$ cat src/rtl/ifm_pkg.sv
// Shared constants for the instruction fetch master.
// Assumes an AHB-Lite bus; only IDLE and NONSEQ transfer types are ever issued.
package ifm_pkg;
    typedef enum logic [1:0] {
        HT_IDLE   = 2'b00,
        HT_NONSEQ = 2'b10
    } htrans_e;

    localparam logic [2:0] HSIZE_WORD   = 3'b010;
    localparam logic [2:0] HBURST_SINGL = 3'b000;
    localparam logic [2:0] HPROT_FIXED  = 3'b111; // cacheable, bufferable, privileged
    localparam logic [1:0] MEMATTR_NONE = 2'b00;  // non-allocate, non-shareable
endpackage

$ cat src/rtl/ifm_window.sv
// Code-window decoder: flags whether a request address may be fetched.
// Assumes WIN_LAST >= WIN_BASE; purely combinational.
module ifm_window #(
    parameter int                ADDR_W   = 32,
    parameter logic [ADDR_W-1:0] WIN_BASE = '0,
    parameter logic [ADDR_W-1:0] WIN_LAST = 32'h1FFF_FFFF
) (
    input  logic [ADDR_W-1:0] addr,
    output logic              in_win
);
    localparam logic [ADDR_W-1:0] SPAN = WIN_LAST - WIN_BASE;

    logic [ADDR_W-1:0] offset;

    // Offset-compare keeps a zero base free of always-true comparisons.
    always_comb begin
        offset = addr - WIN_BASE;
        in_win = (offset <= SPAN);
    end
endmodule

$ cat src/rtl/ifm_addr_stage.sv
// Address-phase register: holds the slot currently presented on the bus.
// A refused request occupies a slot marked bad and is driven as IDLE.
// Assumes the slot only advances when hready is high.
module ifm_addr_stage
    import ifm_pkg::*;
#(
    parameter int                ADDR_W   = 32,
    parameter logic [ADDR_W-1:0] WIN_BASE = '0,
    parameter logic [ADDR_W-1:0] WIN_LAST = 32'h1FFF_FFFF
) (
    input  logic              clk,
    input  logic              rst_n,
    input  logic              hready,
    input  logic              accept,
    input  logic              in_win,
    input  logic [ADDR_W-1:0] addr,
    input  logic              vector,
    output logic              ap_valid,
    output logic              ap_bad,
    output logic              ap_vec,
    output logic [ADDR_W-1:0] haddr,
    output logic [1:0]        htrans
);
    localparam logic [ADDR_W-1:0] WORD_MASK = ~ADDR_W'(3);
    localparam logic [ADDR_W-1:0] SPAN      = WIN_LAST - WIN_BASE;

    // Load a new slot whenever the bus lets the current one go.
    always_ff @(posedge clk) begin
        if (!rst_n) begin
            ap_valid <= 1'b0;
            ap_bad   <= 1'b0;
            ap_vec   <= 1'b0;
            haddr    <= '0;
        end else if (hready) begin
            ap_valid <= accept;
            ap_bad   <= accept && !in_win;
            ap_vec   <= accept && vector;
            haddr    <= (accept && in_win) ? (addr & WORD_MASK) : '0;
        end
    end

    // Only a good slot becomes a bus transfer.
    always_comb begin
        htrans = (ap_valid && !ap_bad) ? HT_NONSEQ : HT_IDLE;
    end

    AST_ADDR_HELD: assert property (@(posedge clk) disable iff (!rst_n)
        (htrans == HT_NONSEQ && !hready) |=> ($stable(haddr) && htrans == HT_NONSEQ));
    AST_IN_WINDOW: assert property (@(posedge clk) disable iff (!rst_n)
        (htrans == HT_NONSEQ) |-> (haddr[1:0] == 2'b00 && (haddr - WIN_BASE) <= SPAN));
endmodule

$ cat src/rtl/ifm_data_stage.sv
// Data-phase register: tracks the slot whose data the slave is returning
// and forms the core response when hready completes it.
// Assumes hrdata/hresp are valid only in the completing cycle.
module ifm_data_stage #(
    parameter int DATA_W = 32
) (
    input  logic              clk,
    input  logic              rst_n,
    input  logic              hready,
    input  logic              hresp,
    input  logic [DATA_W-1:0] hrdata,
    input  logic              ap_valid,
    input  logic              ap_bad,
    input  logic              ap_vec,
    output logic              rsp_valid,
    output logic [DATA_W-1:0] rsp_data,
    output logic              rsp_err,
    output logic              rsp_vector
);
    logic dp_valid;
    logic dp_bad;
    logic dp_vec;

    // Move the address slot into the data phase when the bus advances.
    always_ff @(posedge clk) begin
        if (!rst_n) begin
            dp_valid <= 1'b0;
            dp_bad   <= 1'b0;
            dp_vec   <= 1'b0;
        end else if (hready) begin
            dp_valid <= ap_valid;
            dp_bad   <= ap_bad;
            dp_vec   <= ap_vec;
        end
    end

    // Respond in the cycle the data phase completes.
    always_comb begin
        rsp_valid  = dp_valid && hready;
        rsp_err    = rsp_valid && (dp_bad || hresp);
        rsp_data   = (rsp_valid && !dp_bad) ? hrdata : '0;
        rsp_vector = rsp_valid && dp_vec;
    end

    AST_RSP_AFTER_REQ: assert property (@(posedge clk) disable iff (!rst_n)
        rsp_valid |-> ($past(ap_valid && hready) || $past(dp_valid && !hready)));
endmodule

$ cat src/rtl/ifetch_ahb_master.sv
// Instruction fetch master: single non-sequential word reads on AHB-Lite
// for a code window, two-stage pipelined (address phase / data phase).
// Assumes the core holds req_* until req_ready; attributes are fixed.
module ifetch_ahb_master
    import ifm_pkg::*;
#(
    parameter int                ADDR_W   = 32,
    parameter int                DATA_W   = 32,
    parameter logic [ADDR_W-1:0] WIN_BASE = '0,
    parameter logic [ADDR_W-1:0] WIN_LAST = 32'h1FFF_FFFF
) (
    input  logic              clk,
    input  logic              rst_n,
    input  logic              req_valid,
    output logic              req_ready,
    input  logic [ADDR_W-1:0] req_addr,
    input  logic              req_vector,
    output logic              rsp_valid,
    output logic [DATA_W-1:0] rsp_data,
    output logic              rsp_err,
    output logic              rsp_vector,
    output logic [ADDR_W-1:0] haddr,
    output logic [1:0]        htrans,
    output logic [2:0]        hsize,
    output logic [2:0]        hburst,
    output logic              hwrite,
    output logic [3:0]        hprot,
    output logic [1:0]        hmemattr,
    input  logic [DATA_W-1:0] hrdata,
    input  logic              hready,
    input  logic              hresp
);
    logic in_win;
    logic accept;
    logic ap_valid;
    logic ap_bad;
    logic ap_vec;

    // Requests are taken exactly when the bus advances.
    always_comb begin
        req_ready = hready;
        accept    = req_valid && hready;
    end

    // Fixed transfer attributes; only hprot[0] follows the slot.
    always_comb begin
        hsize    = HSIZE_WORD;
        hburst   = HBURST_SINGL;
        hwrite   = 1'b0;
        hprot    = {HPROT_FIXED, ap_vec};
        hmemattr = MEMATTR_NONE;
    end

    ifm_window #(
        .ADDR_W(ADDR_W), .WIN_BASE(WIN_BASE), .WIN_LAST(WIN_LAST)
    ) u_window (
        .addr   (req_addr),
        .in_win (in_win)
    );

    ifm_addr_stage #(
        .ADDR_W(ADDR_W), .WIN_BASE(WIN_BASE), .WIN_LAST(WIN_LAST)
    ) u_addr (
        .clk      (clk),
        .rst_n    (rst_n),
        .hready   (hready),
        .accept   (accept),
        .in_win   (in_win),
        .addr     (req_addr),
        .vector   (req_vector),
        .ap_valid (ap_valid),
        .ap_bad   (ap_bad),
        .ap_vec   (ap_vec),
        .haddr    (haddr),
        .htrans   (htrans)
    );

    ifm_data_stage #(
        .DATA_W(DATA_W)
    ) u_data (
        .clk        (clk),
        .rst_n      (rst_n),
        .hready     (hready),
        .hresp      (hresp),
        .hrdata     (hrdata),
        .ap_valid   (ap_valid),
        .ap_bad     (ap_bad),
        .ap_vec     (ap_vec),
        .rsp_valid  (rsp_valid),
        .rsp_data   (rsp_data),
        .rsp_err    (rsp_err),
        .rsp_vector (rsp_vector)
    );

    AST_VEC_FLAG: assert property (@(posedge clk) disable iff (!rst_n)
        (req_valid && hready && in_win) |=> (htrans == HT_NONSEQ && hprot[0] == $past(req_vector)));
    AST_IDLE_RESET: assert property (@(posedge clk)
        !rst_n |=> (htrans == HT_IDLE && !rsp_valid));
endmodule

$ cat config.mk
export PLATFORM = sky130hd
export DESIGN_NAME = ifetch_ahb_master
export DESIGN_NICKNAME = d
export VERILOG_FILES = /design/src/rtl/ifm_pkg.sv /design/src/rtl/ifm_window.sv /design/src/rtl/ifm_addr_stage.sv /design/src/rtl/ifm_data_stage.sv /design/src/rtl/ifetch_ahb_master.sv
export SDC_FILE = /design/constraint.sdc
export NUM_CORES = 1
export LEC_CHECK = 0
export ABC_CLOCK_PERIOD_IN_PS = 1600
export CORE_MARGIN = 5
export CORE_UTILIZATION = 32
export DETAILED_ROUTE_END_ITERATION = 10
export GPL_ROUTABILITY_DRIVEN = 1
export PLACE_DENSITY = 0.82
export SETUP_SLACK_MARGIN = 0.1
export SLEW_MARGIN = 20
export SYNTH_ARGS = -nofsm -noshare
export SYNTH_HDL_FRONTEND = slang
export SYNTH_SLANG_ARGS = --single-unit
$ cat constraint.sdc
create_clock -name clk -period 1.6 [get_ports clk]
set_input_delay 0.16 -clock clk [delete_from_list [all_inputs] [get_ports clk]]
set_output_delay 0.16 -clock clk [all_outputs]
set_load 0.03 [all_outputs]
==> key figures, run 1 <==
Outcome
  • Status: completed

Detailed routing
  • Via count: between 1500 and 2000
  • Total routed wirelength: approximately 5000 µm
  • Drc violations: 0
  • DRT iter0 DRCs: 39
  • Wire length per cell: around 15 µm
  • Remaining antenna violation count: 0
  • Router iterations before antenna repair: 4
  • Vias per std cell: between 4 and 5

Floorplan
  • Io pins: roughly 150
  • Die Span Y: roughly 81 µm
  • Area of the core: about 0.0048 mm²
  • Site Rows: 25
  • Area of the die: around 0.0065 mm²
  • Starting Density: 0.334
  • Die width: slightly above 80 µm

Synthesis
  • Synth warnings: 0
  • Syn Std Cell Area: roughly 0.0016 mm²
  • Synth Register Bits: 36
  • Distinct cell type count after synthesis: 20
  • Mapped Cells: 151
  • Mean Syn Cell Area: roughly 11 µm²
  • Sequential area share after synthesis: 0.451

STA
  • Fmax: about 680 MHz
  • Final period util: 0.919
  • Setup tns final: 0 ps
  • Final hold violations: 0
  • RSZ-0062 raised after global routing: yes
  • Skew final: 4.23 ps
  • Pins Over Slew Limit: 0
  • Final setup fails: 0
  • Minimum clock period after layout: 1470 ps

Final layout
  • Fin cells: roughly 350
  • Layout net count: ~350
  • Layout area overhead: 90.7%
  • Finished Cell Area: ~0.0030 mm²
  • N_diodes: 0
  • Fraction of layout cells with a size suffix above 1: 0.196

Global routing
  • Number of global-route vias before repair: roughly 1600
  • Largest net degree at the start of global routing: 33
  • First-pass GRT wire length: 7710 µm
  • Total GRT Usage: 0.152
  • Initial antenna violation count: 0
  • Grt ovf: 0

Pwr
  • Leakage: around 1.5 nW
  • Cell Pwr Density: approximately 700 mW/mm²
  • Worst VDD drop: 590 µV

Clocking
  • CTS tree: built
  • CTS clk-pin slew, worst paths: 70 ps
  • Clock Latency Late Sink: about 280 ps
  • CTS Buf Count: 5
  • # clock sinks: 36
  • Root buffer cell: clkbuf_8
  • Clock Tree Buf Depth: 2
  • H-tree levels: 2

Placed design
  • Buffers added on ports: around 140
  • Detailed Place HPWL: roughly 4100 µm
  • Dpl cell area: 0.00287 mm²
  • Placed Cells: 343
  • Global placer's final weighted congestion: 0.677

Setup path
  • R2R cell count: 3
  • Worst Setup End Kind: primary output
  • CP arrival: between 1000 and 1500 ps
  • Worst-path fanout max: 32
  • Type of origin of the critical path: flip-flop
  • Worst path required time: around 1400 ps
  • Critical setup path kind: reg2out

Min path
  • Worst hold path depth: 1
  • Hold Crit Class: reg2reg

Run
  • Max-Cap Viols: 0
[synthesized netlist by cell type]
cell type	instances	area, µm²
dfxtp_1	36	721
a32o_1	27	270
buf_4	19	143
mux2i_1	4	40.0
nand3b_1	1	7.51
clkbuf_1	3	11.3
conb_1	2	7.51
and2_1	36	225
nand3_1	2	10.0
nand2b_1	1	6.26
and3_1	2	12.5
o21ai_1	1	5.00
buf_8	2	30.0
a21boi_0	1	7.51
nor3_4	1	16.3
buf_2	4	20.0
nor2b_1	6	37.5
o21a_1	1	7.51
buf_6	1	11.3
and3b_1	1	8.76
[worst max-delay path, stage by stage, from the launching register on]
cell and delay (ps):
dfxtp_2 330, and3b_2 220, buf_12 150, and2_1 160, buf_4 160
[worst paths after layout]
| path | start | end | slack [ps] |
|---|---|---|---|
| worst max register to register | u_data.dp_bad | u_data.dp_bad | 870 |
| worst max-delay path | u_data.dp_bad | rsp_data[7] | 130 |
| worst min register to register | u_addr.haddr[31] | u_addr.haddr[31] | 460 |
| worst min-delay path | u_addr.haddr[31] | u_addr.haddr[31] | 460 |
[through the flow]
stage               hold WS [ps]  utilization  power, mW  setup slack, ps
finish                       458        0.637       2.14              130
global route                 477        0.637       2.23             49.2
global placement             442        0.601       1.31             60.7
detailed placement           446        0.601       1.31             36.8
floorplan                    288            -       1.12              369
CTS                          465        0.628       2.16              104
[layout make-up]
type                    count  area [µm²]
fillers                   401        1740
repair buffers            142        1400
well taps                  67        83.8
clock inverters             1        30.0
multi-input cells          99         714
clock buffers               7        96.3
flip-flops and latches     36         723
[layout by cell type, fill, tap and decap left out, drive strengths merged]
master and instances:
o21ai 1, conb 15, and3b 1, and3 2
and2 36, a32o 27, nand3 2, dlymetal6s2s 15
nor2b 6, nand2b 1, a21boi 1, o21a 1
nand3b 1, dfxtp 36, mux2i 4, bufinv 1
clkbuf 7, dlygate4sd2 2, clkdlybuf4s50 82, buf 43
nor3 1
[cells by family (layout without fill, tap and decap cells)]
group	Yosys count	in the layout	share of synthesized area
simple gates	50	50	0.203
flops	36	36	0.451
compound gates	30	30	0.182
buf+inv	29	150	0.135
mux	4	4	0.0251
other cells	2	15	0.00470
[routing by layer]
| metal | track usage | wire [µm] | vias to the layer above |
|---|---|---|---|
| li1 | - | - | 770 |
| met1 | 0.153 | 1810 | 734 |
| met2 | 0.273 | 2460 | 106 |
| met3 | 0.0818 | 822 | 2 |
| met4 | 0.0405 | 22 | 0 |
| met5 | 0 | 0 | - |
[sequential cells by signal (all words and copies together) (netlist names)]
signal	count
u_data.dp_valid	1
u_addr.ap_vec	1
u_data.dp_vec	1
u_addr.haddr	30
u_addr.ap_valid	1
u_data.dp_bad	1
u_addr.ap_bad	1
[where the power goes]
| group | total (mW) | switching, mW | internal (mW) |
|---|---|---|---|
| logic | 0.374 | 0.166 | 0.207 |
| registers | 0.915 | 0.00698 | 0.908 |
| clock network | 0.847 | 0.297 | 0.550 |
[timing repair]
item	4_1_cts	5_1_grt
setup buffers	1	0
cloned	0	0
hold buffers	0	0
setup endpoints to repair	33	47
resized for setup	4	16
No activity file was read; power rests on OpenSTA's default activity.
==> run 2, diff against run 1 <==
ABC_CLOCK_PERIOD_IN_PS = 1300   (was 1600)
CORE_UTILIZATION = 27   (was 32)
PLACE_DENSITY = 0.73   (was 0.82)
REMOVE_ABC_BUFFERS = 1   (was default)
clock period = 1.3 ns   (was 1.6 ns; I/O delays follow)
==> run 2 against run 1 <==
  * The flow now finishes with violations (negative setup slack)
  * Hold slack improved by 2.8 ps
  * Core utilization decreased by 9.6 points
  * Critical path depth is the same
  * Clock power up 11%
  * Register-to-register slack worse by 290 ps
  * Sequential share of layout area decreased by 0.86 points
  * Final area is 3.7% higher
  * Critical endpoint is now rsp_data[11]
==> key figures, run 2 (synthesized netlist as in run 1, its figures left out) <==
Global routing
  • Largest net degree at the start of global routing: 33
  • First-pass GRT wire length: 8510 µm
  • Grt ovf: 0
  • Number of global-route vias before repair: 1716
  • Total GRT Usage: 0.145
  • Initial antenna violation count: 0

Detailed routing
  • Vias per std cell: roughly 4.5
  • Total routed wirelength: ~5700 µm
  • Router iterations before antenna repair: 4
  • DRT iter0 DRCs: 49
  • Wire length per cell: 15.6 µm
  • Drc violations: 0
  • Remaining antenna violation count: 0
  • Via count: approximately 1600

Setup path
  • Worst path required time: roughly 1200 ps
  • Critical Path End: rsp_data[11]
  • Reg2Reg Setup Slack: just under 600 ps
  • Type of origin of the critical path: flip-flop
  • Worst Setup End Kind: primary output
  • R2R Path Start: u_data.dp_bad
  • Critical setup path kind: reg2out
  • R2R Path End: u_data.dp_bad
  • Crit path launch: u_data.dp_bad
  • Worst-path fanout max: 32
  • R2R cell count: 3
  • CP arrival: 1300 ps

Floorplan
  • Starting Density: 0.273
  • Die Span Y: approximately 87 µm
  • Site Rows: 28
  • Area of the die: 0.00756 mm²
  • Area of the core: 0.00585 mm²
  • Io pins: about 150
  • Die width: 86.9 µm

Pwr
  • Leakage: 1.38 nW
  • Tot Pwr: between 2 and 3 mW
  • Worst VDD drop: around 660 µV
  • Cell Pwr Density: 806 mW/mm²

Clocking
  • CTS tree: built
  • Clock Tree Buf Depth: 2
  • CTS clk-pin slew, worst paths: 70 ps
  • H-tree levels: 2
  • CTS Buf Count: 5
  • Root buffer cell: clkbuf_8
  • Clock Latency Late Sink: ~280 ps
  • # clock sinks: 36

STA
  • PnR worst setup slack: -134 ps
  • RSZ-0062 raised after global routing: yes
  • Final hold violations: 0
  • Skew final: ~0.080 ps
  • Final setup fails: 32
  • Fmax: roughly 700 MHz
  • Minimum clock period after layout: between 1000 and 1500 ps
  • Pins Over Slew Limit: 0
  • Final period util: 1.10

Run
  • Max-Cap Viols: 0

Final layout
  • Final Core Density: 0.540
  • Fraction of layout cells with a size suffix above 1: 0.222
  • Max FFs per register: 30
  • Layout area overhead: 97.8%
  • Layout net count: 357
  • Largest register by flop count: u_addr.haddr
  • N_diodes: 0
  • Commonest non-fill, non-tap cell in the layout: clkdlybuf4s50_1
  • Most frequent cells in the layout: clkdlybuf4s50_1 (66), dfxtp_1 (34), and2_1 (32), buf_6 (30), a32o_1 (27)

Placed design
  • Buffers added on ports: 135
  • Detailed Place HPWL: between 4000 and 5000 µm
  • Global placer's final weighted congestion: about 0.79

Outcome
  • Failing checks: negative setup slack
  • Status: finished, violations left

Min path
  • Worst hold path depth: 1
  • Hold Crit Class: reg2reg
==> run 2: how the worst min path moves through the flow <==
stage	start	endpoint	slack, ps
floorplan	rst_n	u_data.dp_vec	260
global placement	u_addr.haddr[25]	u_addr.haddr[25]	450
detailed placement	u_addr.haddr[12]	u_addr.haddr[12]	450
CTS	req_addr[26]	u_addr.haddr[26]	450
global route	req_addr[11]	u_addr.haddr[11]	450
finish	u_addr.haddr[15]	u_addr.haddr[15]	460
==> run 2: power breakdown <==
part | switching [mW] | internal (mW) | leakage (nW) | total (mW)
sequential | 0.00887 | 1.12 | 0.292 | 1.13
clock | 0.370 | 0.569 | 0.0552 | 0.939
combinational | 0.215 | 0.267 | 1.03 | 0.482
==> run 2: layer usage <==
metal | share of wire | vias to the layer above | global-route usage
met3 | 0.13 | 4 | 0.0643
met2 | 0.52 | 93 | 0.276
met5 | 0 | - | 0
li1 | - | 777 | -
met4 | 0.0044 | 0 | 0.0382
met1 | 0.35 | 748 | 0.141
==> run 2: stage by stage <==
stage,hold slack [ps],TNS [ps],instances,cell area (µm²),worst slack [ps]
floorplan,258,-3230,135,1430,-116
global placement,446,-8370,354,2940,-167
detailed placement,453,-9930,354,2940,-211
CTS,454,-4270,363,3140,-148
global route,450,-5850,363,3160,-204
finish,461,-3520,363,3160,-134
==> run 2: cell type report <==
type	instances	area (µm²)
Fill cell	520	2690
Timing Repair Buffer	145	1510
Multi-Input combinational cell	99	724
Sequential cell	36	723
Tap cell	75	93.8
Clock buffer	6	72.6
Clock inverter	2	35.0
==> run 2: timing repair <==
| action | in CTS | in global routing |
|---|---|---|
| endpoints found under the setup margin | 65 | 48 |
| pin swaps | 2 | 0 |
| gates resized for setup | 67 | 16 |
| setup buffers | 1 | 0 |
| hold buffers | 0 | 0 |
==> run 2: worst max-delay path: stages (launching register included) <==
cell	delay, ps
dfxtp_2	320
and3b_2	250
buf_12	150
and2_1	170
buf_6	140
